**src/rtl/secded_pkg.sv**
```systemverilog
// Shared constants and constant functions for the SEC-DED codec.
// Assumes the check width can supply at least DATA_W distinct odd-weight
// columns of weight three or more.
package secded_pkg;
    localparam int DATA_W = 64;
    localparam int CHK_W  = 8;
    localparam int CODE_W = DATA_W + CHK_W;

    // Population count of one check-width value.
    function automatic int weight_of(input logic [CHK_W-1:0] v);
        int n;
        n = 0;
        for (int b = 0; b < CHK_W; b++) n += int'(v[b]);
        return n;
    endfunction

    // Data columns: all weight-3 values in ascending order, then weight 5, ...
    function automatic logic [DATA_W*CHK_W-1:0] build_cols();
        logic [DATA_W*CHK_W-1:0] cols;
        int idx;
        cols = '0;
        idx  = 0;
        for (int w = 3; w <= CHK_W; w += 2) begin
            for (int v = 1; v < (1 << CHK_W); v++) begin
                if (idx < DATA_W && weight_of(CHK_W'(v)) == w) begin
                    cols[idx*CHK_W +: CHK_W] = CHK_W'(v);
                    idx++;
                end
            end
        end
        return cols;
    endfunction

    localparam logic [DATA_W*CHK_W-1:0] H_COLS = build_cols();

    // Mask of data bits that feed check bit j.
    function automatic logic [DATA_W-1:0] row_mask(input int j);
        logic [DATA_W-1:0] m;
        for (int i = 0; i < DATA_W; i++) m[i] = H_COLS[i*CHK_W + j];
        return m;
    endfunction
endpackage

```
**src/rtl/secded_enc.sv**
```systemverilog
// Check-bit generator: check bit j is the XOR of the data bits whose matrix
// column has a one in row j. Purely combinational; used on both paths.
module secded_enc
    import secded_pkg::*;
(
    input  logic [DATA_W-1:0] data,
    output logic [CHK_W-1:0]  check
);
    // One XOR tree per check row.
    for (genvar j = 0; j < CHK_W; j++) begin : g_row
        localparam logic [DATA_W-1:0] MASK = row_mask(j);
        assign check[j] = ^(data & MASK);
    end

    // each single-one data word must give odd-weight check bits
    always_comb begin
        if ($onehot(data)) begin
            p_odd_column_r2: assert (^check)
                else $error("even-weight column in matrix");
        end
    end
endmodule

```
**src/rtl/secded_dec.sv**
```systemverilog
// Syndrome decoder with one output register stage. Classifies the word as
// clean, single (correctable) or uncorrectable, repairs single data-bit flips,
// and exposes the unregistered event strobes for the counters.
// Assumes recomputed check bits of rd_data arrive on calc_check.
module secded_dec
    import secded_pkg::*;
(
    input  logic              clk,
    input  logic              rst_n,
    input  logic              rd_valid,
    input  logic [DATA_W-1:0] rd_data,
    input  logic [CHK_W-1:0]  rd_check,
    input  logic [CHK_W-1:0]  calc_check,
    output logic              ce_evt,
    output logic              ue_evt,
    output logic              dec_valid,
    output logic [DATA_W-1:0] dec_data,
    output logic              ce,
    output logic              ue
);
    logic [CHK_W-1:0]  syn;
    logic [DATA_W-1:0] flip;
    logic              odd_w, nonzero, chk_hit, any_hit, ce_c, ue_c;

    assign syn = calc_check ^ rd_check;

    // Match the syndrome against every data column.
    for (genvar i = 0; i < DATA_W; i++) begin : g_match
        assign flip[i] = (syn == H_COLS[i*CHK_W +: CHK_W]);
    end

    // Classify the syndrome: odd weight with a column match is correctable.
    always_comb begin
        odd_w   = ^syn;
        nonzero = |syn;
        chk_hit = $onehot(syn);
        any_hit = (|flip) | chk_hit;
        ce_c    = odd_w & any_hit;
        ue_c    = nonzero & ~ce_c;
    end

    assign ce_evt = rd_valid & ce_c;
    assign ue_evt = rd_valid & ue_c;

    // Output register: result and flags one cycle after rd_valid.
    always_ff @(posedge clk) begin
        if (!rst_n) begin
            dec_valid <= 1'b0;
            dec_data  <= '0;
            ce        <= 1'b0;
            ue        <= 1'b0;
        end else begin
            dec_valid <= rd_valid;
            ce        <= ce_evt;
            ue        <= ue_evt;
            if (rd_valid) dec_data <= ce_c ? (rd_data ^ flip) : rd_data;
        end
    end

    // never both flags
    p_flags_excl_r5: assert property (@(posedge clk) disable iff (!rst_n)
        $onehot0({ce, ue}));
    // result follows a read by one cycle
    p_valid_follow_r7: assert property (@(posedge clk) disable iff (!rst_n)
        rd_valid |=> dec_valid);
    // no flags without a read
    p_idle_quiet_r7: assert property (@(posedge clk) disable iff (!rst_n)
        !rd_valid |=> (!ce && !ue && !dec_valid));
    // agreeing check bits pass data through unchanged
    p_clean_pass_r3: assert property (@(posedge clk) disable iff (!rst_n)
        (rd_valid && rd_check == calc_check) |=>
        (dec_data == $past(rd_data) && !ce && !ue));
endmodule

```
**src/rtl/secded_cnt.sv**
```systemverilog
// Saturating event counter with synchronous clear. Clear wins over an event
// in the same cycle. Assumes inc is a single-cycle strobe per event.
module secded_cnt #(
    parameter int CNT_W = 16
) (
    input  logic             clk,
    input  logic             rst_n,
    input  logic             clr,
    input  logic             inc,
    output logic [CNT_W-1:0] cnt
);
    localparam logic [CNT_W-1:0] CNT_MAX = '1;

    // Count events, hold at all ones, clear on request.
    always_ff @(posedge clk) begin
        if (!rst_n)                     cnt <= '0;
        else if (clr)                   cnt <= '0;
        else if (inc && cnt != CNT_MAX) cnt <= cnt + 1'b1;
    end

    // clear takes effect next edge
    p_clear_r10: assert property (@(posedge clk) disable iff (!rst_n)
        clr |=> (cnt == '0));
    // saturated count holds
    p_sat_hold_r9: assert property (@(posedge clk) disable iff (!rst_n)
        (cnt == CNT_MAX && !clr) |=> (cnt == CNT_MAX));
    // one step per event below saturation
    p_step_r8: assert property (@(posedge clk) disable iff (!rst_n)
        (inc && !clr && cnt != CNT_MAX) |=> (cnt == $past(cnt) + 1'b1));
    // no event, no change
    p_hold_r8: assert property (@(posedge clk) disable iff (!rst_n)
        (!inc && !clr) |=> $stable(cnt));
endmodule

```
**src/rtl/secded_codec.sv**
```systemverilog
// Top of the SEC-DED codec: write-side check-bit generator, read-side
// syndrome decoder with one register stage, and two saturating counters
// for correctable and uncorrectable events.
module secded_codec
    import secded_pkg::*;
#(
    parameter int CNT_W = 16
) (
    input  logic              clk,
    input  logic              rst_n,
    input  logic [DATA_W-1:0] wr_data,
    output logic [CHK_W-1:0]  wr_check,
    input  logic              rd_valid,
    input  logic [DATA_W-1:0] rd_data,
    input  logic [CHK_W-1:0]  rd_check,
    input  logic              cnt_clr,
    output logic              dec_valid,
    output logic [DATA_W-1:0] dec_data,
    output logic              ce,
    output logic              ue,
    output logic [CNT_W-1:0]  ce_count,
    output logic [CNT_W-1:0]  ue_count
);
    logic [CHK_W-1:0] rd_calc;
    logic             ce_evt, ue_evt;

    secded_enc u_enc_wr (.data(wr_data), .check(wr_check));
    secded_enc u_enc_rd (.data(rd_data), .check(rd_calc));

    secded_dec u_dec (
        .clk(clk), .rst_n(rst_n), .rd_valid(rd_valid), .rd_data(rd_data),
        .rd_check(rd_check), .calc_check(rd_calc), .ce_evt(ce_evt),
        .ue_evt(ue_evt), .dec_valid(dec_valid), .dec_data(dec_data),
        .ce(ce), .ue(ue)
    );

    secded_cnt #(.CNT_W(CNT_W)) u_cnt_ce (
        .clk(clk), .rst_n(rst_n), .clr(cnt_clr), .inc(ce_evt), .cnt(ce_count));
    secded_cnt #(.CNT_W(CNT_W)) u_cnt_ue (
        .clk(clk), .rst_n(rst_n), .clr(cnt_clr), .inc(ue_evt), .cnt(ue_count));

    // a raised ce flag came with a counter change or a clear or saturation
    p_ce_logged_r8: assert property (@(posedge clk) disable iff (!rst_n)
        ce_evt |=> (ce && (ce_count != $past(ce_count) || $past(cnt_clr)
                    || ce_count == {CNT_W{1'b1}})));
endmodule

```
**config.mk**
```make
export PLATFORM = sky130hd
export DESIGN_NAME = secded_codec
export DESIGN_NICKNAME = d
export VERILOG_FILES = /design/src/rtl/secded_pkg.sv /design/src/rtl/secded_enc.sv /design/src/rtl/secded_dec.sv /design/src/rtl/secded_cnt.sv /design/src/rtl/secded_codec.sv
export SDC_FILE = /design/constraint.sdc
export NUM_CORES = 1
export LEC_CHECK = 0
export ABC_AREA = 1
export CELL_PAD_IN_SITES_DETAIL_PLACEMENT = 0
export CELL_PAD_IN_SITES_GLOBAL_PLACEMENT = 2
export CORE_ASPECT_RATIO = 0.9
export CORE_MARGIN = 2
export CORE_UTILIZATION = 34
export CTS_CLUSTER_DIAMETER = 30
export DETAILED_ROUTE_END_ITERATION = 10
export DONT_BUFFER_PORTS = 1
export PLACE_DENSITY = 0.91
export REMOVE_ABC_BUFFERS = 1
export SLEW_MARGIN = 20
export SYNTH_ARGS = -nofsm -noshare
export SYNTH_HDL_FRONTEND = slang
export SYNTH_SLANG_ARGS = --single-unit
export TNS_END_PERCENT = 50
```
**constraint.sdc**
```tcl
create_clock -name clk -period 6.5 [get_ports clk]
set_input_delay 0.65 -clock clk [delete_from_list [all_inputs] [get_ports clk]]
set_output_delay 0.65 -clock clk [all_outputs]
set_load 0.1 [all_outputs]
```
==> impl_metrics.env, run 1 <==
export IMPL_gr_total_overflow=0
export IMPL_cts_tree="yes"
export IMPL_worstPathArrival_ps=5980
export IMPL_place_ws_ps=273
export IMPL_run_status="complete, no violations"
export IMPL_worstPathCellList="xnor2_1, xnor2_1, xor2_1, xor2_1, inv_1, nand2_1, nand2_1, ha_1, fa_1, fa_1, ha_1, fa_1, nor2_1, nand3b_1, nand2_1, nor2_1, nand2_1, nor2_1, nand3_1, nand2_2, buf_12, nand3_2, nand2_1, a21oi_1"
export IMPL_worst_path_max_delay_cell="xnor2_1"
export IMPL_dr_pass1_iters=5
export IMPL_synth_top_area_share_pct=19.6
export IMPL_reg2reg_from="u_cnt_ue.cnt[0]"
export IMPL_rsz0062_at_grt="no"
export IMPL_maxSlewViolCount=0
export IMPL_min_period_over_period_pct=88.7
export IMPL_setup_violations=0
export IMPL_synthArstFlopShare_pct=0
export IMPL_critPathMaxStageDelay_ps=610
export IMPL_utilization_pct=37.1
export IMPL_grt_total_usage_pct=19.3
export IMPL_critPathCaptureType="flip-flop"
export IMPL_timing_fmax_mhz=174
export IMPL_synth_seq_area_share_pct=19.6
export IMPL_slew_headroom_pct=21.6
export IMPL_maxCapViolCount=0
export IMPL_io_pins=247
export IMPL_synth_distinct_cells=23
export IMPL_required_ps=6720
export IMPL_start_kind="input port"
export IMPL_reg2regPathDepth=9
export IMPL_finClkSkew_ps=9.64
export IMPL_io_buffers=0
export IMPL_die_area_mm2=0.0311
export IMPL_hold_buffers=0
export IMPL_clkTransAtPathRegs_ps=80
export IMPL_synth_area_leaders="dfxtp_1, nand2_1, xor2_1, xnor2_1, nor2_1"
export IMPL_start_util_pct=34.8
export IMPL_max_slew_worst_pin_slew_ps=1170
export IMPL_grt_max_degree=134
export IMPL_worst_hold_path_endpoint="u_dec.dec_valid"
export IMPL_syn_area_per_cell_um2=6.27
export IMPL_routed_wl_um=30100
export IMPL_ant_nets=0
export IMPL_antenna_found_initial=0
export IMPL_crit_path_max_fanout=82
export IMPL_synth_edf_count=0
export IMPL_crit_start="rd_data[63]"
export IMPL_yosysTopAreaCell="dfxtp_1"
export IMPL_fin_nets=1743
export IMPL_min_path_cells=2
export IMPL_clk_latency_ps=360
export IMPL_reg2reg_setup_slack_ps=3200
export IMPL_cts_resized_gates=0
export IMPL_postCtsSetupRepairBufs=0
export IMPL_antennaDiodeCount=0
export IMPL_finalCriticalPeriod_ps=5760
export IMPL_viasPerCell=4.52
export IMPL_wl_per_cell_um=15.2
export IMPL_dr_total_vias=8935
export IMPL_cts_buffers_inserted=9
export IMPL_coreArea_mm2=0.0291
export IMPL_die_h_um=168
export IMPL_cpMostUsedCell="nand2_1"
export IMPL_synthFlopType="dfxtp_1"
export IMPL_die_w_um=186
export IMPL_drt_initial_drc_count=422
export IMPL_drive_gt1_share_pct=2.40
export IMPL_reg2reg_to="u_cnt_ue.cnt[1]"
export IMPL_cts_sinks=99
export IMPL_ys_warn_count=0
export IMPL_finalHoldViolCount=0
export IMPL_hold_class="input port to flip-flop"
export IMPL_setup_slack_ps=737
export IMPL_hp_start="rst_n"
export IMPL_grt_pass1_vias=8688
export IMPL_crit_type="input port to flip-flop"
export IMPL_clk_path_buf_depth=2
export IMPL_gp_congestion=0.868
export IMPL_clock_root_buffer="clkbuf_16"
export IMPL_dp_hpwl_um=23600
export IMPL_synth_seq_cells=99
export IMPL_num_rows=59
export IMPL_htreeDepth=3
export IMPL_drc=0
export IMPL_synthCells=1612
export IMPL_syn_to_final_growth_pct=6.60
export IMPL_grt_pass1_wl_um=47200
export IMPL_netlist_area_mm2=0.0101
## routing by layer
layer	up-vias	GRT usage, %	wire, um
li1	4745	-	-
met3	24	6.74	2600
met5	-	0	0
met4	0	4.28	433
met1	3946	23.8	13200
met2	220	32.1	13800
## synth_stat cells, types with 2 or more instances
cell type,n
fa_1,4
buf_2,17
o21ai_0,7
nor3_1,13
xor2_1,187
xnor2_1,186
ha_1,22
nor2_1,252
nand2_1,445
nand3_1,96
a21oi_1,21
nand3b_1,11
inv_1,185
dfxtp_1,99
buf_4,2
or2_2,9
nand4_1,17
clkbuf_1,34
## per-stage QoR
stage,hold WS (ps),TNS (ps),cells,cell area [um^2]
3_5_place_dp,748,0,1962,10500
3_3_place_gp,738,0,1962,10500
2_1_floorplan,762,-52260,1559,9880
4_1_cts,394,0,1977,10800
6_report,413,0,1977,10800
5_1_grt,406,0,1977,10800
## cell families after synthesis
group           after synthesis  synth area share [%]
simple gates                848                  34.1
xor+xnor                    373                  32.3
buf+inv                     238                  9.12
flops                        99                  19.6
compound gates               28                  1.39
fa+ha+maj                    26                  3.51
## sequential cells by signal, indices dropped and copies added, names as in the netlist
register and cells:
u_dec.ue 1, u_dec.ce 1, u_dec.dec_data 64, u_cnt_ce.cnt 16, u_cnt_ue.cnt 16, u_dec.dec_valid 1
## cell usage in the layout (no fill, tap or decap)
cell type / count
nand4_1: 17
clkbuf_16: 9
nor3_1: 13
clkinvlp_4: 1
nor2_2: 1
ha_1: 22
buf_4: 6
nor4_1: 1
buf_12: 1
fa_1: 4
xnor2_2: 1
o21ai_0: 7
inv_4: 1
or2_2: 9
inv_6: 2
dfxtp_1: 99
a21oi_1: 21
nand2_1: 444
nand2_2: 2
nand3_1: 96
nand3b_1: 11
clkbuf_1: 1
xor2_2: 1
inv_2: 1
nand3_2: 1
nor3b_1: 1
xor2_1: 186
bufinv_16: 2
inv_1: 183
xnor2_1: 185
nor2_1: 252
## worst max-delay path by stage
stage	slack, ps	cells after the start	to
after floorplan	-800	35	u_dec.dec_data[0]
after global placement	220	25	u_dec.dec_data[56]
after detailed placement	270	24	u_cnt_ue.cnt[1]
after CTS	650	24	u_cnt_ue.cnt[1]
after global routing	240	24	u_cnt_ue.cnt[1]
final	740	24	u_cnt_ue.cnt[1]
## worst max-delay path, delay by kind of cell
kind	cells	cell delay (ps)
fa+ha+maj	5	2040
compound gates	1	90
buf+inv	2	430
simple gates	12	1290
xor+xnor	4	1450
## final cells by class
cell class / count / area [um^2]
Tap cell: 396 / 495
Inverter: 185 / 697
Sequential cell: 99 / 1980
Clock buffer: 10 / 229
Fill cell: 3246 / 18300
Clock inverter: 5 / 85.1
Timing Repair Buffer: 7 / 65.1
Multi-Input combinational cell: 1275 / 7220
Power of run 1 is not shown: default switching activity piles up to over one toggle a cycle in this logic, so the estimate is an artifact.
==> run 2, diff against run 1 <==
--- a/config.mk
+++ b/config.mk
@@ -14,7 +14,7 @@
 export CTS_CLUSTER_DIAMETER = 30
 export DETAILED_ROUTE_END_ITERATION = 10
 export DONT_BUFFER_PORTS = 1
-export PLACE_DENSITY = 0.91
+export PLACE_DENSITY_LB_ADDON = 0.05
 export REMOVE_ABC_BUFFERS = 1
 export SLEW_MARGIN = 20
 export SYNTH_ARGS = -nofsm -noshare
==> run 2 against run 1 <==
Effect of this change:
- final cell count stayed put
- global-route usage is 1.1 points higher
- core utilization hardly changed
- cell area hardly changed
- critical path type unchanged
- non-clock buffer count is 1 lower
- register-to-register slack hardly changed
- wire length is 3.5% higher
- die area stayed put
- critical endpoint is now u_cnt_ue.cnt[2]
- sequential share of layout area hardly changed
==> impl_metrics.env, run 2 (synthesized netlist as in run 1, its figures left out) <==
export IMPL_run_status="complete, no violations"
export IMPL_viasPerCell=4.47
export IMPL_cts_tree="yes"
export IMPL_hold_class="input port to flip-flop"
export IMPL_gp_congestion=0.860
export IMPL_dp_hpwl_um=24500
export IMPL_clock_root_buffer="clkbuf_16"
export IMPL_drive_gt1_share_pct=2.53
export IMPL_reg2reg_from="u_cnt_ue.cnt[1]"
export IMPL_required_ps=6820
export IMPL_dr_pass1_iters=4
export IMPL_clkTransAtPathRegs_ps=80
export IMPL_largest_register_ffs=64
export IMPL_drt_initial_drc_count=313
export IMPL_antenna_found_initial=0
export IMPL_setup_tns_ps=0
export IMPL_grt_pass1_vias=8859
export IMPL_drc=0
export IMPL_crit_end="u_cnt_ue.cnt[2]"
export IMPL_grt_total_usage_pct=20.4
export IMPL_clk_path_buf_depth=2
export IMPL_reg2reg_to="u_cnt_ue.cnt[4]"
export IMPL_max_slew_worst_pin_slew_ps=1170
export IMPL_num_rows=59
export IMPL_largest_register="u_dec.dec_data"
export IMPL_clk_latency_ps=370
export IMPL_nFillCells=3281
export IMPL_finalHoldViolCount=0
export IMPL_htreeDepth=3
export IMPL_reg2reg_setup_slack_ps=3210
export IMPL_grt_pass1_wl_um=49300
export IMPL_gr_total_overflow=0
export IMPL_multi_input_area_mm2=0.00722
export IMPL_crit_type="input port to flip-flop"
export IMPL_grt_max_degree=134
export IMPL_crit_start="rd_data[63]"
export IMPL_place_area_mm2=0.0105
export IMPL_die_h_um=168
export IMPL_cts_buffers_inserted=9
export IMPL_io_pins=247
export IMPL_seqCellArea_mm2=0.00198
export IMPL_whs_ps=402
export IMPL_crit_path_max_fanout=82
export IMPL_final_cell_area_mm2=0.0108
export IMPL_cts_sinks=99
export IMPL_antennaDiodeCount=0
export IMPL_postCtsSetupRepairBufs=0
export IMPL_wl_per_cell_um=15.7
export IMPL_die_w_um=186
export IMPL_finalCriticalPeriod_ps=5580
export IMPL_start_util_pct=34.8
export IMPL_grtUsageMet2_pct=32.5
export IMPL_critPathCaptureType="flip-flop"
export IMPL_ant_nets=0
export IMPL_coreArea_mm2=0.0291
export IMPL_min_period_over_period_pct=85.8
export IMPL_timing_fmax_mhz=179
export IMPL_mostFrequentLayoutCells="nand2_1, nor2_1, xor2_1"
export IMPL_layout_commonest_cell="nand2_1"
export IMPL_maxSlewViolCount=0
export IMPL_start_kind="input port"
export IMPL_top_regs="u_dec.dec_data x64, u_cnt_ce.cnt x16, u_cnt_ue.cnt x16"
export IMPL_dr_total_vias=8833
export IMPL_setup_violations=0
export IMPL_gr_usage_met1_pct=26.1
export IMPL_routed_wl_um=31100
export IMPL_cts_resized_gates=0
export IMPL_finClkSkew_ps=9.76
export IMPL_io_buffers=0
export IMPL_maxCapViolCount=0
export IMPL_use_met3_pct=7.07
export IMPL_hold_buffers=0
export IMPL_worstPathArrival_ps=5900
export IMPL_reg2regPathDepth=9
export IMPL_syn_to_final_growth_pct=6.56
export IMPL_slew_headroom_pct=22.2
export IMPL_rsz0062_at_grt="no"
export IMPL_fin_nets=1742
export IMPL_die_area_mm2=0.0311
export IMPL_top_usage_layer="met2"
-- run 2: cell count changes in the layout (fill, tap and decap cells not counted), sizes merged --
cell,previous run,this run
bufinv,2,1
buf,7,6
inv,187,189
-- run 2: final cells by class --
class | instances | share of cell area [%]
multi-input combinational | 1275 | 67.1
sequential | 99 | 18.4
inverter | 185 | 6.47
tap | 396 | 4.60
clock buffer | 10 | 2.22
clock inverter | 6 | 0.720
timing repair buffer | 6 | 0.534
-- run 2: worst min path at each step --
| stage | start | endpoint | cells after the start |
|---|---|---|---|
| final | rst_n | u_dec.dec_valid | 2 |
| after detailed placement | u_cnt_ce.cnt[10] | u_cnt_ce.cnt[10] | 3 |
| after CTS | rst_n | u_dec.dec_valid | 2 |
| after global routing | rst_n | u_dec.dec_valid | 2 |
| after global placement | u_cnt_ce.cnt[10] | u_cnt_ce.cnt[10] | 3 |
| after floorplan | rd_valid | u_dec.dec_valid | 2 |
-- run 2: routing by layer --
metal	part of all wire, %	wire length [um]
met1	45	14100
met2	45	13900
met3	8.1	2520
met4	1.9	602
met5	0	0
-- run 2: stage by stage --
stage | utilization [%] | setup WS (ps) | instances
2_1_floorplan | - | -804 | 1559
3_3_place_gp | 35.9 | 288 | 1961
3_5_place_dp | 35.9 | 436 | 1961
4_1_cts | 37.0 | 812 | 1977
5_1_grt | 37.0 | 300 | 1977
6_report | 37.0 | 922 | 1977
-- run 2: critical path: stages --
cell and delay, ps:
xnor2_1 510, xnor2_1 200, xor2_1 280, xor2_1 320, inv_1 90, nand2_1 80
nand2_1 80, ha_1 280, fa_1 590, fa_1 430, ha_1 220, fa_1 490
nor2_1 40, nand3b_1 70, nand2_1 60, nor2_1 90, nand2_1 60, nor2_1 110
nand3_1 170, nand2_2 160, buf_12 340, nand3_2 280, nand2_1 120, nand2_1 50
nor2_1 120
Power of run 2 is left out for the same reason.
